### src/rtl/iqd_pkg.sv
package iqd_pkg;
    localparam int ADDR_W = 3;
    localparam int ST_W   = 5;

    localparam int B_MBOX = 0;
    localparam int B_DOVF = 1;
    localparam int B_IRDE = 2;
    localparam int B_NWRE = 3;
    localparam int B_SWER = 4;

    // status causes that stop the queue when continue-on-error is off
    localparam logic [ST_W-1:0] KILL_MASK = (ST_W'(1) << B_DOVF) | (ST_W'(1) << B_IRDE) | (ST_W'(1) << B_NWRE);

    typedef enum logic [ADDR_W-1:0] {
        A_DBELL = 3'd0,
        A_CTRL  = 3'd1,
        A_STAT  = 3'd2,
        A_SSET  = 3'd3,
        A_IENA  = 3'd4,
        A_INFL  = 3'd5
    } addr_e;
endpackage

### src/rtl/iqd_doorbell.sv
module iqd_doorbell #(
    parameter int CNT_W      = 20,
    parameter int INSN_WORDS = 8
) (
    input  logic             clk,
    input  logic             rst_n,
    input  logic             add_vld,
    input  logic [CNT_W-1:0] add_val,
    input  logic             take_req,
    input  logic             q_en,
    output logic             take_ack,
    output logic             ovf,
    output logic [CNT_W-1:0] pending,
    output logic             proto_err
);
    localparam logic [CNT_W-1:0] GRAN = CNT_W'(INSN_WORDS);

    typedef struct packed {
        logic [CNT_W-1:0] cnt;
        logic             proto;
    } db_t;

    db_t s_d, s_q;
    logic [CNT_W:0] sum;

    always_comb begin
        take_ack = take_req && q_en && (s_q.cnt >= GRAN);
        sum      = {1'b0, s_q.cnt} + (add_vld ? {1'b0, add_val} : '0);
        ovf      = sum[CNT_W];
        s_d.cnt   = sum[CNT_W-1:0] - (take_ack ? GRAN : '0);
        s_d.proto = add_vld && ((add_val & (GRAN - 1'b1)) != '0);
    end

    always_ff @(posedge clk or negedge rst_n) begin
        if (!rst_n) s_q <= '0;
        else        s_q <= s_d;
    end

    assign pending   = s_q.cnt;
    assign proto_err = s_q.proto;

    p_db_add_r2: assert property (@(posedge clk) disable iff (!rst_n)
        (add_vld && !take_ack) |=> (s_q.cnt == $past(s_q.cnt) + $past(add_val)));
    p_proto_pulse_r3: assert property (@(posedge clk) disable iff (!rst_n)
        (add_vld && add_val[0]) |=> proto_err);
    p_take_drop_r11: assert property (@(posedge clk) disable iff (!rst_n)
        (take_ack && !add_vld) |=> (s_q.cnt == $past(s_q.cnt) - GRAN));
endmodule

### src/rtl/iqd_events.sv
module iqd_events
    import iqd_pkg::*;
(
    input  logic            clk,
    input  logic            rst_n,
    input  logic            ctl_wr,
    input  logic [1:0]      ctl_bits,
    input  logic            clr_wr,
    input  logic            set_wr,
    input  logic            ien_wr,
    input  logic [ST_W-1:0] wbits,
    input  logic [ST_W-1:0] hw_set,
    output logic [ST_W-1:0] status,
    output logic [ST_W-1:0] ien,
    output logic            q_en,
    output logic            cont_err,
    output logic            irq
);
    typedef struct packed {
        logic [ST_W-1:0] st;
        logic [ST_W-1:0] ien;
        logic            en;
        logic            ce;
    } ev_t;

    ev_t s_d, s_q;
    logic [ST_W-1:0] set_v, clr_v;

    always_comb begin
        set_v = hw_set | (set_wr ? wbits : '0);
        clr_v = clr_wr ? wbits : '0;
        s_d     = s_q;
        s_d.st  = (s_q.st & ~clr_v) | set_v;
        s_d.ien = s_q.ien | (ien_wr ? wbits : '0);
        if (ctl_wr) begin
            s_d.en = ctl_bits[0];
            s_d.ce = ctl_bits[1];
        end
        if (!s_q.ce && ((set_v & KILL_MASK) != '0)) s_d.en = 1'b0;
    end

    always_ff @(posedge clk or negedge rst_n) begin
        if (!rst_n) s_q <= '0;
        else        s_q <= s_d;
    end

    assign status   = s_q.st;
    assign ien      = s_q.ien;
    assign q_en     = s_q.en;
    assign cont_err = s_q.ce;
    assign irq      = |(s_q.st & s_q.ien);

    p_ien_sticky_r7: assert property (@(posedge clk) disable iff (!rst_n)
        1'b1 |=> ((s_q.ien & $past(s_q.ien)) == $past(s_q.ien)));
    p_err_kill_r9: assert property (@(posedge clk) disable iff (!rst_n)
        (!s_q.ce && ((hw_set & KILL_MASK) != '0)) |=> !s_q.en);
    p_cont_keep_r10: assert property (@(posedge clk) disable iff (!rst_n)
        (s_q.ce && s_q.en && !ctl_wr) |=> s_q.en);
    p_set_wins_r5: assert property (@(posedge clk) disable iff (!rst_n)
        hw_set[B_NWRE] |=> status[B_NWRE]);
endmodule

### src/rtl/iqd_inflight.sv
module iqd_inflight #(
    parameter int INF_W = 8
) (
    input  logic             clk,
    input  logic             rst_n,
    input  logic             inc,
    input  logic             dec,
    output logic [INF_W-1:0] cnt
);
    localparam logic [INF_W-1:0] TOP = '1;

    logic [INF_W-1:0] cnt_d, cnt_q;

    always_comb begin
        cnt_d = cnt_q;
        if (inc && !dec && cnt_q != TOP)     cnt_d = cnt_q + 1'b1;
        else if (dec && !inc && cnt_q != '0) cnt_d = cnt_q - 1'b1;
    end

    always_ff @(posedge clk or negedge rst_n) begin
        if (!rst_n) cnt_q <= '0;
        else        cnt_q <= cnt_d;
    end

    assign cnt = cnt_q;

    p_inf_dec_r12: assert property (@(posedge clk) disable iff (!rst_n)
        (dec && !inc && cnt_q != '0) |=> (cnt_q == $past(cnt_q) - 1'b1));
    p_inf_floor_r12: assert property (@(posedge clk) disable iff (!rst_n)
        (dec && !inc && cnt_q == '0) |=> (cnt_q == '0));
endmodule

### src/rtl/iqd_ctrl.sv
module iqd_ctrl
    import iqd_pkg::*;
#(
    parameter int DATA_W = 32,
    parameter int CNT_W  = 20,
    parameter int INF_W  = 8
) (
    input  logic              clk,
    input  logic              rst_n,
    input  logic              reg_wr,
    input  logic [ADDR_W-1:0] reg_addr,
    input  logic [DATA_W-1:0] reg_wdata,
    output logic [DATA_W-1:0] reg_rdata,
    input  logic              take_req,
    output logic              take_ack,
    input  logic              done_evt,
    input  logic              mbox_evt,
    input  logic              ird_err,
    input  logic              nwr_err,
    input  logic              sw_err,
    output logic              queue_en,
    output logic              proto_err,
    output logic              irq
);
    logic [CNT_W-1:0] pending;
    logic [INF_W-1:0] inflight;
    logic [ST_W-1:0]  status, ien, hw_set;
    logic             ovf, cont_err;
    logic             wr_db, wr_ctl, wr_clr, wr_set, wr_ien;

    always_comb begin
        wr_db  = reg_wr && (reg_addr == A_DBELL);
        wr_ctl = reg_wr && (reg_addr == A_CTRL);
        wr_clr = reg_wr && (reg_addr == A_STAT);
        wr_set = reg_wr && (reg_addr == A_SSET);
        wr_ien = reg_wr && (reg_addr == A_IENA);
        hw_set = '0;
        hw_set[B_MBOX] = mbox_evt;
        hw_set[B_DOVF] = ovf;
        hw_set[B_IRDE] = ird_err;
        hw_set[B_NWRE] = nwr_err;
        hw_set[B_SWER] = sw_err;
    end

    iqd_doorbell #(.CNT_W(CNT_W), .INSN_WORDS(8)) u_db (
        .clk(clk), .rst_n(rst_n),
        .add_vld(wr_db), .add_val(reg_wdata[CNT_W-1:0]),
        .take_req(take_req), .q_en(queue_en),
        .take_ack(take_ack), .ovf(ovf),
        .pending(pending), .proto_err(proto_err)
    );

    iqd_events u_ev (
        .clk(clk), .rst_n(rst_n),
        .ctl_wr(wr_ctl), .ctl_bits(reg_wdata[1:0]),
        .clr_wr(wr_clr), .set_wr(wr_set), .ien_wr(wr_ien),
        .wbits(reg_wdata[ST_W-1:0]), .hw_set(hw_set),
        .status(status), .ien(ien), .q_en(queue_en),
        .cont_err(cont_err), .irq(irq)
    );

    iqd_inflight #(.INF_W(INF_W)) u_inf (
        .clk(clk), .rst_n(rst_n),
        .inc(take_ack), .dec(done_evt), .cnt(inflight)
    );

    always_comb begin
        case (reg_addr)
            A_DBELL:        reg_rdata = DATA_W'(pending);
            A_CTRL:         reg_rdata = DATA_W'({cont_err, queue_en});
            A_STAT, A_SSET: reg_rdata = DATA_W'(status);
            A_IENA:         reg_rdata = DATA_W'(ien);
            A_INFL:         reg_rdata = DATA_W'(inflight);
            default:        reg_rdata = '0;
        endcase
    end

    p_no_take_when_off_r11: assert property (@(posedge clk) disable iff (!rst_n)
        (!queue_en) |-> !take_ack);
    p_irq_needs_enable_r8: assert property (@(posedge clk) disable iff (!rst_n)
        (ien == '0) |-> !irq);
endmodule

### config.mk
export PLATFORM = sky130hd
export DESIGN_NAME = iqd_ctrl
export DESIGN_NICKNAME = d
export VERILOG_FILES = /design/src/rtl/iqd_pkg.sv /design/src/rtl/iqd_doorbell.sv /design/src/rtl/iqd_events.sv /design/src/rtl/iqd_inflight.sv /design/src/rtl/iqd_ctrl.sv
export SDC_FILE = /design/constraint.sdc
export NUM_CORES = 1
export LEC_CHECK = 0
export ABC_CLOCK_PERIOD_IN_PS = 3950
export BUFFER_PORTS_ARGS = -buffer_cell sky130_fd_sc_hd__buf_2
export CAP_MARGIN = 15
export CORE_ASPECT_RATIO = 1.1
export CORE_MARGIN = 3
export CORE_UTILIZATION = 30
export DETAILED_ROUTE_END_ITERATION = 12
export HOLD_SLACK_MARGIN = 0.02
export PLACE_DENSITY = 0.59
export SETUP_SLACK_MARGIN = 0.2
export SLEW_MARGIN = 5
export SYNTH_ARGS = -nofsm -noshare
export SYNTH_HDL_FRONTEND = slang
export SYNTH_SLANG_ARGS = --single-unit
### constraint.sdc
create_clock -name clk -period 3.95 [get_ports clk]
set_input_delay 0.395 -clock clk [delete_from_list [all_inputs] [get_ports clk]]
set_output_delay 0.395 -clock clk [all_outputs]
set_load 0.01 [all_outputs]
Word-level counts from Yosys, hierarchy flattened
Index checks and enable logic that the tools add are counted.
Word-level totals
  register bits after elaboration: 41
  input port bits: 44
  output and inout port bits: 36
  logic and storage cells: 58
Operators by class
  add/subtract/negate cells: 4
  $lt $le $gt $ge: 1
  eq/ne operators: 6
  multiplexer cells: 10
  bitwise operators: 6
  reduce and logical (&&, ||, !) cells: 24
Operators with widths (count)
  20-bit one-hot mux with 5 select lines: 1
  20-bit by 21-bit adder with 21-bit output: 1
  20-bit by 4-bit greater-or-equal comparator with 1-bit output (second input constant): 1
  20-bit 2-to-1 mux: 1
  20-bit nonzero test: 1
  20-bit subtractor: 1
  8-bit 2-to-1 mux: 2
  5-bit 2-to-1 mux: 3
  5-bit OR: 3
  1-bit logical AND: 13
  5-bit bitwise AND: 2
  8-bit by 1-bit adder with 8-bit output (second input constant): 1
  8-bit != test (second input constant): 1
  8-bit nonzero test: 1
  8-bit by 1-bit subtractor with 8-bit output (second input constant): 1
  3-bit by 2-bit equality test with 1-bit output (second input constant): 2
  3-bit equality test (second input constant): 2
  5-bit NOT: 1
  5-bit nonzero test: 1
  5-bit OR reduction: 1
  4-bit 2-to-1 mux: 1
  2-bit nonzero test: 2
  3-bit by 1-bit equality test with 1-bit output (second input constant): 1
  1-bit logical NOT: 3
  other kinds (4): 4

Depth between registers and ports, before layout
  depth in word-level cells: 8
  gate-level depth with buffers: 16
  depth with buffers taken out: 15

Hierarchy
Synthesis repeated with hierarchy kept, for this count alone.
Second synthesis, totals
  cells, all modules: 374
  area, all modules: 3468.3 um^2
By module, submodules not included
  iqd_doorbell: times used 1, cells an instance 198, area each 1844.3 um^2, seq. area each 525.5 um^2
  iqd_inflight: times used 1, cells an instance 73, area each 670.6 um^2, seq. area each 200.2 um^2
  iqd_events: times used 1, cells an instance 38, area each 486.7 um^2, seq. area each 300.3 um^2
  iqd_ctrl: times used 1, cells an instance 65, area each 466.7 um^2, seq. area each 0.0 um^2

Least setup slack after synthesis
Ideal clock, no wire load.
  path kind: in2reg
  start: input port reg_addr[1]
  end: register u_db.s_q (netlist bit u_db.pending[19])
  library setup time: 0.134 ns
  arrival time: 3.526 ns
  required time: 3.816 ns
  setup slack: 0.291 ns
  cell stages on the path: 15
  buffers on the path: 1
  cells stage by stage: nor3_1 > clkbuf_1 > and3_1 > ha_1 > inv_1 > fa_1 > nand2b_1 > a21oi_1 > nand2b_1 > xnor2_2 > nand4_4 > nor4_4 > nand2b_2 > nor4b_2 > xnor3_1
RTL lines
  start: declaration: RTL line iqd_ctrl.sv:11  | input logic [ADDR_W-1:0] reg_addr,
  end signal: assignment: RTL line iqd_doorbell.sv:35  | if (!rst_n) s_q <= '0;
  end signal: assignment: RTL line iqd_doorbell.sv:36  | else s_q <= s_d;
  end: declaration: RTL line iqd_doorbell.sv:23  | db_t s_d, s_q;

==> metrics.cfg <==
[detailed_routing]
first_pass_iters=5
avgRoutedWirePerCell_um=15.1
avgViaCountPerCell=5.10
drcViolationCount=0
vias=3203
drtIter0Drc=185
wl_um=9510
ant_nets=0

[sta]
fmax_mhz=280
max_slew_margin=0.382
setup_viol=0
setup_tns_ns=0
worst_slew_pin_slew_ns=0.926
hold_viol=0
min_period_ns=3.58
fin_crit_sh=0.905
maxSlewViolCount=0
grt_setup_unrepaired=yes
finClkSkew_ns=0.00562

[grt]
grt_pass1_vias=3165
grt_overflow_total=0
grt_max_degree=42
grt_first_pass_wirelength_um=15600
grt_use_total=0.140
antenna_found_initial=0

[power]
ir_drop_mv=0.293
leakage_nw=2.10
p_per_area_mw_per_mm2=550
total_power_mw=2.41

[setup_path]
crit_required_ns=4.11
reg2reg_setup_slack_ns=0.57
cp_slowest_cell=fa_1
path_cells=buf_2 > nor3_2 > buf_12 > and3_1 > ha_1 > inv_1 > fa_1 > nand2b_1 > nand2b_1 > a21oi_1 > xor2_1 > ha_1 > nand4_4 > nor4_4 > nand2b_2 > nor4b_2 > xnor3_1
timing.critical_path.slowest_cell_delay_ns=0.40
critPathKind=in -> reg
cp-end-kind=flip-flop
critPathLaunchType=input port
cp_max_fo=21
critical_path_arrival_ns=3.73
reg2regPathDepth=13
r2r-end=u_inf.cnt[7]
timing.rr.start=u_db.pending[14]

[floorplan]
die_area_mm2=0.0137
die_h_um=122
num_rows=41
core-area_mm2=0.0117
ioPinCount=80
initial_core_util=0.315
die_x_um=112

[synth]
yosysSeqAreaShare=0.278
synth_area_mm2=0.00370
postSynthCellCount=414
synth.area.top_cells=dfrtp_1 28%, ha_1 9.5%, a21oi_1 4.6%
synthArstFlopShare=1.00
ys_seq_elements=41
yosysWarnings=0
ys_types=68
avgSynthCellArea_um2=8.93
ys.flop_type=dfrtp_1
synth_largest_area_cell=dfrtp_1
synth_edf_count=0
yosysTopAreaCellShare=0.278

[clock_tree]
cts.hold.buffers_added=0
path_clk_slew_ns=0.06
insertion_delay_ns=0.28
clock_sinks=41
tritoncts=yes
cts_resized=0
cts-root-buf=clkbuf_16
cts_max_level=2
clk_path_buf_depth=2
cts_buffers=5
postCtsSetupBuffers=0

[placement]
dpl_cell_area_mm2=0.00418
port_buffers=55
routabilityCongestion=0.851
dp_hpwl_um=7560

[layout]
final_nets=551
syn2layout_area_growth_pct=18.5
drive_gt1_frac=0.226
diodes=0
stdcell_area_mm2=0.00438

[job]
drv_cap=0

[hold_path]
hold_class=in -> async

[status]
status=finished clean

## worst max-delay path by stage
stage | from | end | slack (ns) | cells after the start
after global routing | reg_addr[1] | u_db.pending[19] | 0.15 | 16
after floorplan | reg_addr[1] | u_db.pending[19] | 0.29 | 15
after global placement | reg_addr[1] | u_db.pending[19] | 0.17 | 16
final | reg_addr[1] | u_db.pending[19] | 0.37 | 17
after detailed placement | reg_addr[1] | u_db.pending[19] | 0.03 | 16
after CTS | reg_addr[1] | u_db.pending[19] | 0.33 | 16
## kinds of logic after synthesis
| kind of cell | Yosys count | share of synthesized area |
|---|---|---|
| and+or+nand+nor | 154 | 0.238 |
| AOI/OAI and AO/OA | 100 | 0.188 |
| DFF | 41 | 0.278 |
| buffers and inverters | 41 | 0.0599 |
| xor gates and xnor gates | 36 | 0.0931 |
| adders and majority gates | 30 | 0.106 |
| muxes | 11 | 0.0376 |
| other | 1 | 0.00101 |
## report_power, final
group	leakage, nW	switching, mW	internal [mW]
sequential	0.468	0.194	0.576
combinational	1.54	0.598	0.517
clock	0.0938	0.162	0.361
## critical path: cells and delay by family
family / cells / cell delay, ns
simple gates: 8 / 1.57
fa+ha+maj: 3 / 0.86
xor+xnor: 2 / 0.48
buf+inv: 3 / 0.36
compound gates: 1 / 0.07
## placed cells by master, fill, tap and decap left out, types with 4 or more instances in the layout
cell / instances
nand4_1: 5
xnor2_1: 17
nand2_1: 24
buf_2: 55
and3_1: 21
nand3_1: 8
clkbuf_16: 5
conb_1: 12
and2_1: 15
nor2_1: 35
a21boi_0: 4
nor4_1: 6
ha_1: 28
nor3_1: 9
a21o_1: 14
buf_4: 17
a21oi_1: 33
a311o_1: 4
nand2b_1: 4
mux2i_1: 6
a22oi_1: 4
dfrtp_1: 41
nor2b_1: 4
xor2_1: 16
inv_1: 13
o21ai_0: 13
## per-layer routing
layer	share of wire	wire [µm]	global-route usage
met5	0	0	0
met4	0.015	138	0.0373
met3	0.044	421	0.0148
met2	0.48	4530	0.238
met1	0.46	4420	0.191
## metrics by stage
step / worst slack [ns] / cells / utilization / hold WS [ns]
global placement: 0.172 / 620 / 0.356 / 0.467
detailed placement: 0.0265 / 620 / 0.356 / 0.474
global route: 0.148 / 628 / 0.373 / 0.334
finish: 0.375 / 628 / 0.373 / 0.249
floorplan: 0.291 / 425 / - / 0.0994
CTS: 0.333 / 628 / 0.372 / 0.299
## cell usage after synthesis (3+ instances only)
cell / count
a21boi_0: 4
a21o_1: 14
a21oi_1: 34
a22oi_1: 4
a311o_1: 4
and2_1: 15
and3_1: 21
buf_4: 14
clkbuf_1: 12
dfrtp_1: 41
ha_1: 28
inv_1: 13
mux2_2: 3
mux2i_1: 6
nand2_1: 24
nand2b_1: 4
nand3_1: 8
nand4_1: 5
nor2_1: 35
nor2b_1: 4
nor3_1: 10
nor4_1: 7
o21ai_0: 13
or3_1: 3
xnor2_1: 17
xor2_1: 16
## area by class of cell
class | count | area [µm²]
clock buffer | 5 | 125
fill | 1201 | 7370
tap | 150 | 188
timing repair buffer | 73 | 423
sequential | 41 | 1030
multi-input combinational | 343 | 2500
clock inverter | 3 | 65.1
inverter | 13 | 48.8
## flip-flops by register name, indices dropped and copies added, names as in the netlist
register / flops
u_db.pending: 20
u_inf.cnt: 8
u_ev.ien: 5
u_ev.status: 5
u_db.proto_err: 1
u_ev.cont_err: 1
u_ev.q_en: 1
Note: power is estimated with default switching activity, not from simulation.
